--- src/rtl/sync_mem_pkg.sv ---
package sync_mem_pkg;

    localparam int ATOM_BITS  = 256;
    localparam int RUN_BITS   = 64;
    localparam int ATOM_IDX_W = $clog2(ATOM_BITS);
    localparam int RUN_IDX_W  = $clog2(RUN_BITS);

    typedef enum logic [2:0] {
        SC_TAKE    = 3'd0,
        SC_DROP    = 3'd1,
        SC_START   = 3'd2,
        SC_RESUME  = 3'd3,
        SC_CLR_RUN = 3'd4,
        SC_STOP    = 3'd5
    } sync_cmd_e;

    typedef struct packed {
        logic                  atom_en;
        logic                  atom_val;
        logic [ATOM_IDX_W-1:0] atom_idx;
        logic                  run_en;
        logic                  run_val;
        logic [RUN_IDX_W-1:0]  run_idx;
        logic                  want_start;
        logic                  from_saved;
        logic                  pc_wr;
    } sync_decode_t;

    // semaphore index: 16-bit sum folded to 8 bits
    function automatic logic [ATOM_IDX_W-1:0] fold_atomic(input logic [31:0] r,
                                                           input logic [15:0] imm);
        logic [15:0] s;
        s = r[15:0] + imm;
        return s[15:8] ^ s[7:0];
    endfunction

    // run index: 14-bit sum folded to 6 bits
    function automatic logic [RUN_IDX_W-1:0] fold_run(input logic [31:0] r,
                                                       input logic [15:0] imm);
        logic [13:0] s;
        s = r[13:0] + {8'd0, imm[5:0]};
        return s[13:8] ^ s[5:0];
    endfunction

endpackage

--- src/rtl/sync_cmd_decode.sv ---
module sync_cmd_decode
    import sync_mem_pkg::*;
#(
    parameter int N_THREADS = 24,
    localparam int TID_W = $clog2(N_THREADS)
) (
    input  logic             cmd_valid,
    input  logic [2:0]       cmd_op,
    input  logic [TID_W-1:0] cmd_thread,
    input  logic [31:0]      cmd_reg,
    input  logic [15:0]      cmd_imm,
    input  logic             cmd_has_target,
    output sync_decode_t     dec
);

    logic [ATOM_IDX_W-1:0] a_idx;
    logic [RUN_IDX_W-1:0]  r_idx;

    assign a_idx = fold_atomic(cmd_reg, cmd_imm);
    assign r_idx = fold_run(cmd_reg, cmd_imm);

    always_comb begin
        dec          = '0;
        dec.atom_idx = a_idx;
        dec.run_idx  = r_idx;
        if (cmd_valid) begin
            case (sync_cmd_e'(cmd_op))
                SC_TAKE: begin
                    dec.atom_en  = 1'b1;
                    dec.atom_val = 1'b1;
                end
                SC_DROP: begin
                    dec.atom_en  = 1'b1;
                    dec.atom_val = 1'b0;
                end
                SC_START, SC_RESUME: begin
                    dec.run_en     = 1'b1;
                    dec.run_val    = 1'b1;
                    dec.want_start = 1'b1;
                    dec.from_saved = (sync_cmd_e'(cmd_op) == SC_RESUME);
                end
                SC_CLR_RUN: begin
                    dec.run_en  = 1'b1;
                    dec.run_val = 1'b0;
                end
                SC_STOP: begin
                    dec.run_en  = 1'b1;
                    dec.run_val = 1'b0;
                    dec.run_idx = RUN_IDX_W'(cmd_thread);
                    dec.pc_wr   = cmd_has_target;
                end
                default: dec = dec;
            endcase
        end
    end

endmodule

--- src/rtl/sync_bit_bank.sv ---
module sync_bit_bank #(
    parameter int DEPTH = 256,
    localparam int IDX_W = $clog2(DEPTH)
) (
    input  logic             clk,
    input  logic             rst,
    input  logic             t_en,
    input  logic             t_val,
    input  logic [IDX_W-1:0] t_idx,
    input  logic             h_en,
    input  logic             h_val,
    input  logic [IDX_W-1:0] h_idx,
    output logic             t_prior,
    output logic             h_prior,
    output logic [DEPTH-1:0] bits
);

    logic [DEPTH-1:0] after_t;
    logic [DEPTH-1:0] after_h;

    // thread update first, host update on top of it
    always_comb begin
        after_t = bits;
        if (t_en) after_t[t_idx] = t_val;
        after_h = after_t;
        if (h_en) after_h[h_idx] = h_val;
    end

    always_ff @(posedge clk) begin
        if (rst) begin
            bits    <= '0;
            t_prior <= 1'b0;
            h_prior <= 1'b0;
        end else begin
            bits <= after_h;
            if (t_en) t_prior <= bits[t_idx];
            if (h_en) h_prior <= after_t[h_idx];
        end
    end

endmodule

--- src/rtl/sync_pc_file.sv ---
module sync_pc_file #(
    parameter int N_THREADS = 24,
    parameter int PC_W      = 12,
    localparam int TID_W = $clog2(N_THREADS)
) (
    input  logic             clk,
    input  logic             rst,
    input  logic             we,
    input  logic [TID_W-1:0] wa,
    input  logic [PC_W-1:0]  wd,
    input  logic [TID_W-1:0] ra_a,
    output logic [PC_W-1:0]  rd_a,
    input  logic [TID_W-1:0] ra_b,
    output logic [PC_W-1:0]  rd_b
);

    logic [PC_W-1:0] saved [N_THREADS];

    for (genvar g = 0; g < N_THREADS; g++) begin : g_slot
        always_ff @(posedge clk) begin
            if (rst)                                saved[g] <= '0;
            else if (we && wa == TID_W'(g))         saved[g] <= wd;
        end
    end

    always_comb begin
        rd_a = '0;
        rd_b = '0;
        if (int'(ra_a) < N_THREADS) rd_a = saved[ra_a];
        if (int'(ra_b) < N_THREADS) rd_b = saved[ra_b];
    end

endmodule

--- src/rtl/thread_sync_mem.sv ---
module thread_sync_mem
    import sync_mem_pkg::*;
#(
    parameter int N_THREADS = 24,
    parameter int PC_W      = 12,
    localparam int TID_W = $clog2(N_THREADS)
) (
    input  logic                 clk,
    input  logic                 rst,
    input  logic                 cmd_valid,
    input  logic [2:0]           cmd_op,
    input  logic [TID_W-1:0]     cmd_thread,
    input  logic [31:0]          cmd_reg,
    input  logic [15:0]          cmd_imm,
    input  logic                 cmd_has_target,
    input  logic [PC_W-1:0]      cmd_target,
    input  logic                 host_valid,
    input  logic                 host_sel,
    input  logic                 host_val,
    input  logic [ATOM_IDX_W-1:0] host_idx,
    input  logic [TID_W-1:0]     pc_rd_thread,
    output logic [PC_W-1:0]      pc_rd_data,
    output logic                 cmd_prior,
    output logic                 host_prior,
    output logic                 start_valid,
    output logic [TID_W-1:0]     start_thread,
    output logic [PC_W-1:0]      start_pc,
    output logic [N_THREADS-1:0] run_mask
);

    sync_decode_t          dec;
    logic [ATOM_BITS-1:0]  atom_bits;
    logic [RUN_BITS-1:0]   run_bits;
    logic                  atom_t_prior, atom_h_prior;
    logic                  run_t_prior, run_h_prior;
    logic [PC_W-1:0]       saved_pc;
    logic                  start_now;
    logic                  cmd_atom_q;
    logic                  host_sel_q;

    sync_cmd_decode #(.N_THREADS(N_THREADS)) u_dec (
        .cmd_valid      (cmd_valid),
        .cmd_op         (cmd_op),
        .cmd_thread     (cmd_thread),
        .cmd_reg        (cmd_reg),
        .cmd_imm        (cmd_imm),
        .cmd_has_target (cmd_has_target),
        .dec            (dec)
    );

    sync_bit_bank #(.DEPTH(ATOM_BITS)) u_atom (
        .clk     (clk),
        .rst     (rst),
        .t_en    (dec.atom_en),
        .t_val   (dec.atom_val),
        .t_idx   (dec.atom_idx),
        .h_en    (host_valid && !host_sel),
        .h_val   (host_val),
        .h_idx   (host_idx),
        .t_prior (atom_t_prior),
        .h_prior (atom_h_prior),
        .bits    (atom_bits)
    );

    sync_bit_bank #(.DEPTH(RUN_BITS)) u_run (
        .clk     (clk),
        .rst     (rst),
        .t_en    (dec.run_en),
        .t_val   (dec.run_val),
        .t_idx   (dec.run_idx),
        .h_en    (host_valid && host_sel),
        .h_val   (host_val),
        .h_idx   (host_idx[RUN_IDX_W-1:0]),
        .t_prior (run_t_prior),
        .h_prior (run_h_prior),
        .bits    (run_bits)
    );

    sync_pc_file #(.N_THREADS(N_THREADS), .PC_W(PC_W)) u_pc (
        .clk  (clk),
        .rst  (rst),
        .we   (dec.pc_wr),
        .wa   (cmd_thread),
        .wd   (cmd_target),
        .ra_a (dec.run_idx[TID_W-1:0]),
        .rd_a (saved_pc),
        .ra_b (pc_rd_thread),
        .rd_b (pc_rd_data)
    );

    // start only on a clear run bit that names a real thread
    assign start_now = dec.want_start && !run_bits[dec.run_idx]
                       && (int'(dec.run_idx) < N_THREADS);

    always_ff @(posedge clk) begin
        if (rst) begin
            start_valid  <= 1'b0;
            start_thread <= '0;
            start_pc     <= '0;
            cmd_atom_q   <= 1'b0;
            host_sel_q   <= 1'b0;
        end else begin
            start_valid <= start_now;
            if (start_now) begin
                start_thread <= dec.run_idx[TID_W-1:0];
                start_pc     <= dec.from_saved ? saved_pc : '0;
            end
            if (cmd_valid)  cmd_atom_q <= dec.atom_en;
            if (host_valid) host_sel_q <= host_sel;
        end
    end

    assign cmd_prior  = cmd_atom_q ? atom_t_prior : run_t_prior;
    assign host_prior = host_sel_q ? run_h_prior  : atom_h_prior;
    assign run_mask   = run_bits[N_THREADS-1:0];

endmodule

--- config.mk ---
export PLATFORM = sky130hd
export DESIGN_NAME = thread_sync_mem
export DESIGN_NICKNAME = d
export VERILOG_FILES = /design/src/rtl/sync_mem_pkg.sv /design/src/rtl/sync_cmd_decode.sv /design/src/rtl/sync_bit_bank.sv /design/src/rtl/sync_pc_file.sv /design/src/rtl/thread_sync_mem.sv
export SDC_FILE = /design/constraint.sdc
export NUM_CORES = 2
export LEC_CHECK = 0
export ABC_CLOCK_PERIOD_IN_PS = 6200
export BUFFER_PORTS_ARGS = -buffer_cell sky130_fd_sc_hd__buf_2
export CAP_MARGIN = 20
export CORE_MARGIN = 2
export CORE_UTILIZATION = 50
export CTS_CLUSTER_SIZE = 12
export DETAILED_ROUTE_END_ITERATION = 8
export PLACE_DENSITY_LB_ADDON = 0.05
export SYNTH_ARGS = -nofsm -noshare
export SYNTH_HDL_FRONTEND = slang
export SYNTH_HIERARCHICAL = 1
export SYNTH_SLANG_ARGS = --single-unit
--- constraint.sdc ---
create_clock -name clk -period 6.2 [get_ports clk]
set_input_delay 1.24 -clock clk [delete_from_list [all_inputs] [get_ports clk]]
set_output_delay 1.24 -clock clk [all_outputs]
set_load 0.01 [all_outputs]
==> metrics <==
outcome finished clean; Peak VDD IR 0.200 mV; clk slew on worst S/H paths 60 ps; clock share of power 0.350; crit path max fanout 14; Final Total Pwr 12700 uW; HP Class flip-flop to flip-flop; DRT iter0 DRCs 4945; Leak 0.0178 uW; fin area 48300 um2; Setup Buffers After CTS 0; Slew @ Worst Pin 1230 ps; Post-CTS Resized 0; worst reg2reg startpoint u_atom/bits[11]; largest net degree at the start of global routing 168; Peak Freq 169 MHz; Worst EP required 6680 ps; Synth cell types 116; Sw Ratio 0.349; nets@finish 4794; GPL Wtd Cong 0.966; Yosys reg bits 632; Initial Utilization 0.503; post-synthesis cell area 42800 um2; Total GRT Usage 0.386; Primary FF master, synth dfxtp_1; Hold Crit Depth 2; routed vias 40.2k; total gr overflow 0; I/O Pins 144; core area 85000 um2; max-slew violations 0; first-pass GRT wire length 251000 um; HPWL Detailed 115000 um; die area 87900 um2; Fin. Hold Viols 0; WP data arrival 6380 ps; DRT Pass-1 Iters 8; crit path from cmd_reg[4]; period utilization 0.952; register area 15500 um2; H-tree level count 3; Net Sw Power 4450 uW; CTS Sinks 632; Final setup viols 0; clock latency at the later pin of the worst-skew pair 650 ps; Synth Net Count 4760; Area Overhead vs Synth 12.9%; Setup CP Type primary input to flip-flop; Post-CTS Hold Buffers 0; startpoint types primary input; vias per std cell 6.82; Rows 107; Wirelength per Cell 29.5 um; CTS tree done; total wire length 174000 um; RR Endpoint u_atom/t_prior; Async S/R FF share, synth 0; CTS Root Cell clkbuf_16; die height 296 um; Multi-input gate area 25300 um2; post-synth top area share 0.202; Post-synth EDFFs 288; dominant cell type by area after synthesis edfxtp_1; RSZ-0062 raised after global routing false; largest cells by area after synthesis edfxtp_1 20%, dfxtp_1 16%, mux2i_1 10%, mux4_2 6.8%, and2_1 4.4%; Hold Crit Start start_thread[4]; PwrDens 264 nW/um2; Setup TNS Final 0 ps; sequential power share 0.355; Register-to-Register Setup Slack 3280 ps; register area share after synthesis 0.363; IO buf count 127; drc violations 0; combinational power share 0.295; Period minus WS final 5900 ps; Pint 8290 uW; Routed Antenna Nets 0; Post-Synthesis Cells 4656; Clock Skews 18.0 ps; Rel. slew slack 0.180; share of cells above drive strength 1 0.187; die width 296 um; placed inst area 45700 um2; TritonCTS buffer count 75; deepest clock path buffer count 3; CP endpoint kind flip-flop; post-synthesis average cell area 9.19 um2; R2R depth 9; Hold Path End start_thread[4]; vias in the first global route 37.2k; initial antenna violation count 3; # fillers 7630; count of max-cap constraint violations 0; Synthesis Warnings 6
==> final cells by class <==
cell class	instances	share of cell area
diodes	2	0.000104
clock buffers	108	0.0450
clock inverters	28	0.00518
inverters	23	0.00181
multi-input cells	3503	0.523
flip-flops and latches	632	0.322
well taps	1144	0.0296
repair buffers	455	0.0733
==> worst max-delay path by stage <==
stage / to / slack [ps] / depth (start not counted)
global placement: u_atom/h_prior / -110 / 19
detailed placement: u_atom/h_prior / -100 / 19
finish: u_atom/h_prior / 300 / 20
global route: u_atom/h_prior / 180 / 22
floorplan: u_atom/t_prior / 830 / 16
CTS: u_atom/h_prior / 520 / 19
==> power by group through the flow <==
stage	registers (uW)	logic [uW]	clock network, uW
after floorplan	4580	2090	0
after global placement	4590	3600	0
after detailed placement	4600	3600	0
after CTS	4510	3620	4490
after global routing	4520	3830	4660
final	4520	3760	4460
==> flip-flops by register name, summed over array words and instances, names as in the netlist <==
| name | count |
|---|---|
| u_pc/saved | 288 |
| u_atom/bits | 256 |
| u_run/bits | 64 |
| start_pc | 12 |
| start_thread | 5 |
| cmd_atom_q | 1 |
| host_sel_q | 1 |
| start_valid | 1 |
| u_atom/h_prior | 1 |
| u_atom/t_prior | 1 |
| u_run/h_prior | 1 |
| u_run/t_prior | 1 |
==> critical path, stage by stage <==
cell and delay [ps]:
buf_2 100, ha_1 290, buf_4 130, nand3_1 60
nor2_1 240, or2_1 260, a31oi_1 160, xnor2_2 740
buf_4 440, nand3b_1 140, nor2_1 770, buf_4 250
nand2_1 60, mux2i_1 280, nor2_1 90, o31ai_1 370
o31ai_1 160, nor4_1 340, buf_4 190, a311oi_1 70
==> placed cells by master, fill, tap and decap left out, types with 16 or more instances in the layout <==
master,synthesis,layout
clkbuf_16,0,77
clkbuf_1,350,18
mux2_2,73,73
nand2b_1,67,67
nand2_1,425,425
dfxtp_1,344,344
a211oi_1,83,83
nand3b_1,18,18
a21oi_1,264,264
and2_1,301,301
a31oi_1,143,143
nor2b_1,34,28
mux4_2,129,129
mux2i_1,438,438
clkinv_2,0,16
nor2_1,467,443
a311oi_1,114,114
nor4_1,24,23
nor3_1,57,47
xnor2_1,29,23
a22oi_1,85,85
inv_1,21,21
o22ai_1,26,26
nand3_1,212,212
nand4_1,56,56
buf_2,57,124
buf_4,25,286
a221oi_1,18,18
buf_12,2,28
edfxtp_1,288,288
mux4_1,16,16
o21ai_0,93,83
o211ai_1,41,41
o31ai_1,25,24
==> per-layer routing <==
| metal | up-vias | track usage | wire length, um |
|---|---|---|---|
| met5 | - | 0 | 34 |
| met1 | 19600 | 0.538 | 70600 |
| met2 | 2522 | 0.565 | 74200 |
| met3 | 553 | 0.0897 | 20000 |
| met4 | 4 | 0.184 | 9270 |
| li1 | 17500 | - | - |
==> cell families after synthesis <==
logic type	Yosys count	share of synthesized area
DFF	632	0.363
AOI/OAI and AO/OA	1017	0.163
and+or+nand+nor	1775	0.207
buffers and inverters	521	0.0547
adders and majority gates	16	0.00486
xor gates and xnor gates	39	0.00816
muxes	656	0.199
==> through the flow <==
step	hold slack (ps)	util	setup WS, ps	instances
2_1_floorplan	465	-	826	4656
3_3_place_gp	455	0.537	-115	5741
3_5_place_dp	458	0.538	-99.0	5747
4_1_cts	471	0.566	519	5883
5_1_grt	491	0.568	179	5893
6_report	466	0.568	299	5895
==> cells in the mapped netlist (93+ instances only) <==
cell      number
a21oi_1      264
a311oi_1     114
a31oi_1      143
and2_1       301
clkbuf_1     350
dfxtp_1      344
edfxtp_1     288
mux2i_1      438
mux4_2       129
nand2_1      425
nand3_1      212
nor2_1       467
o21ai_0       93
(Power assumes the default switching activity.)
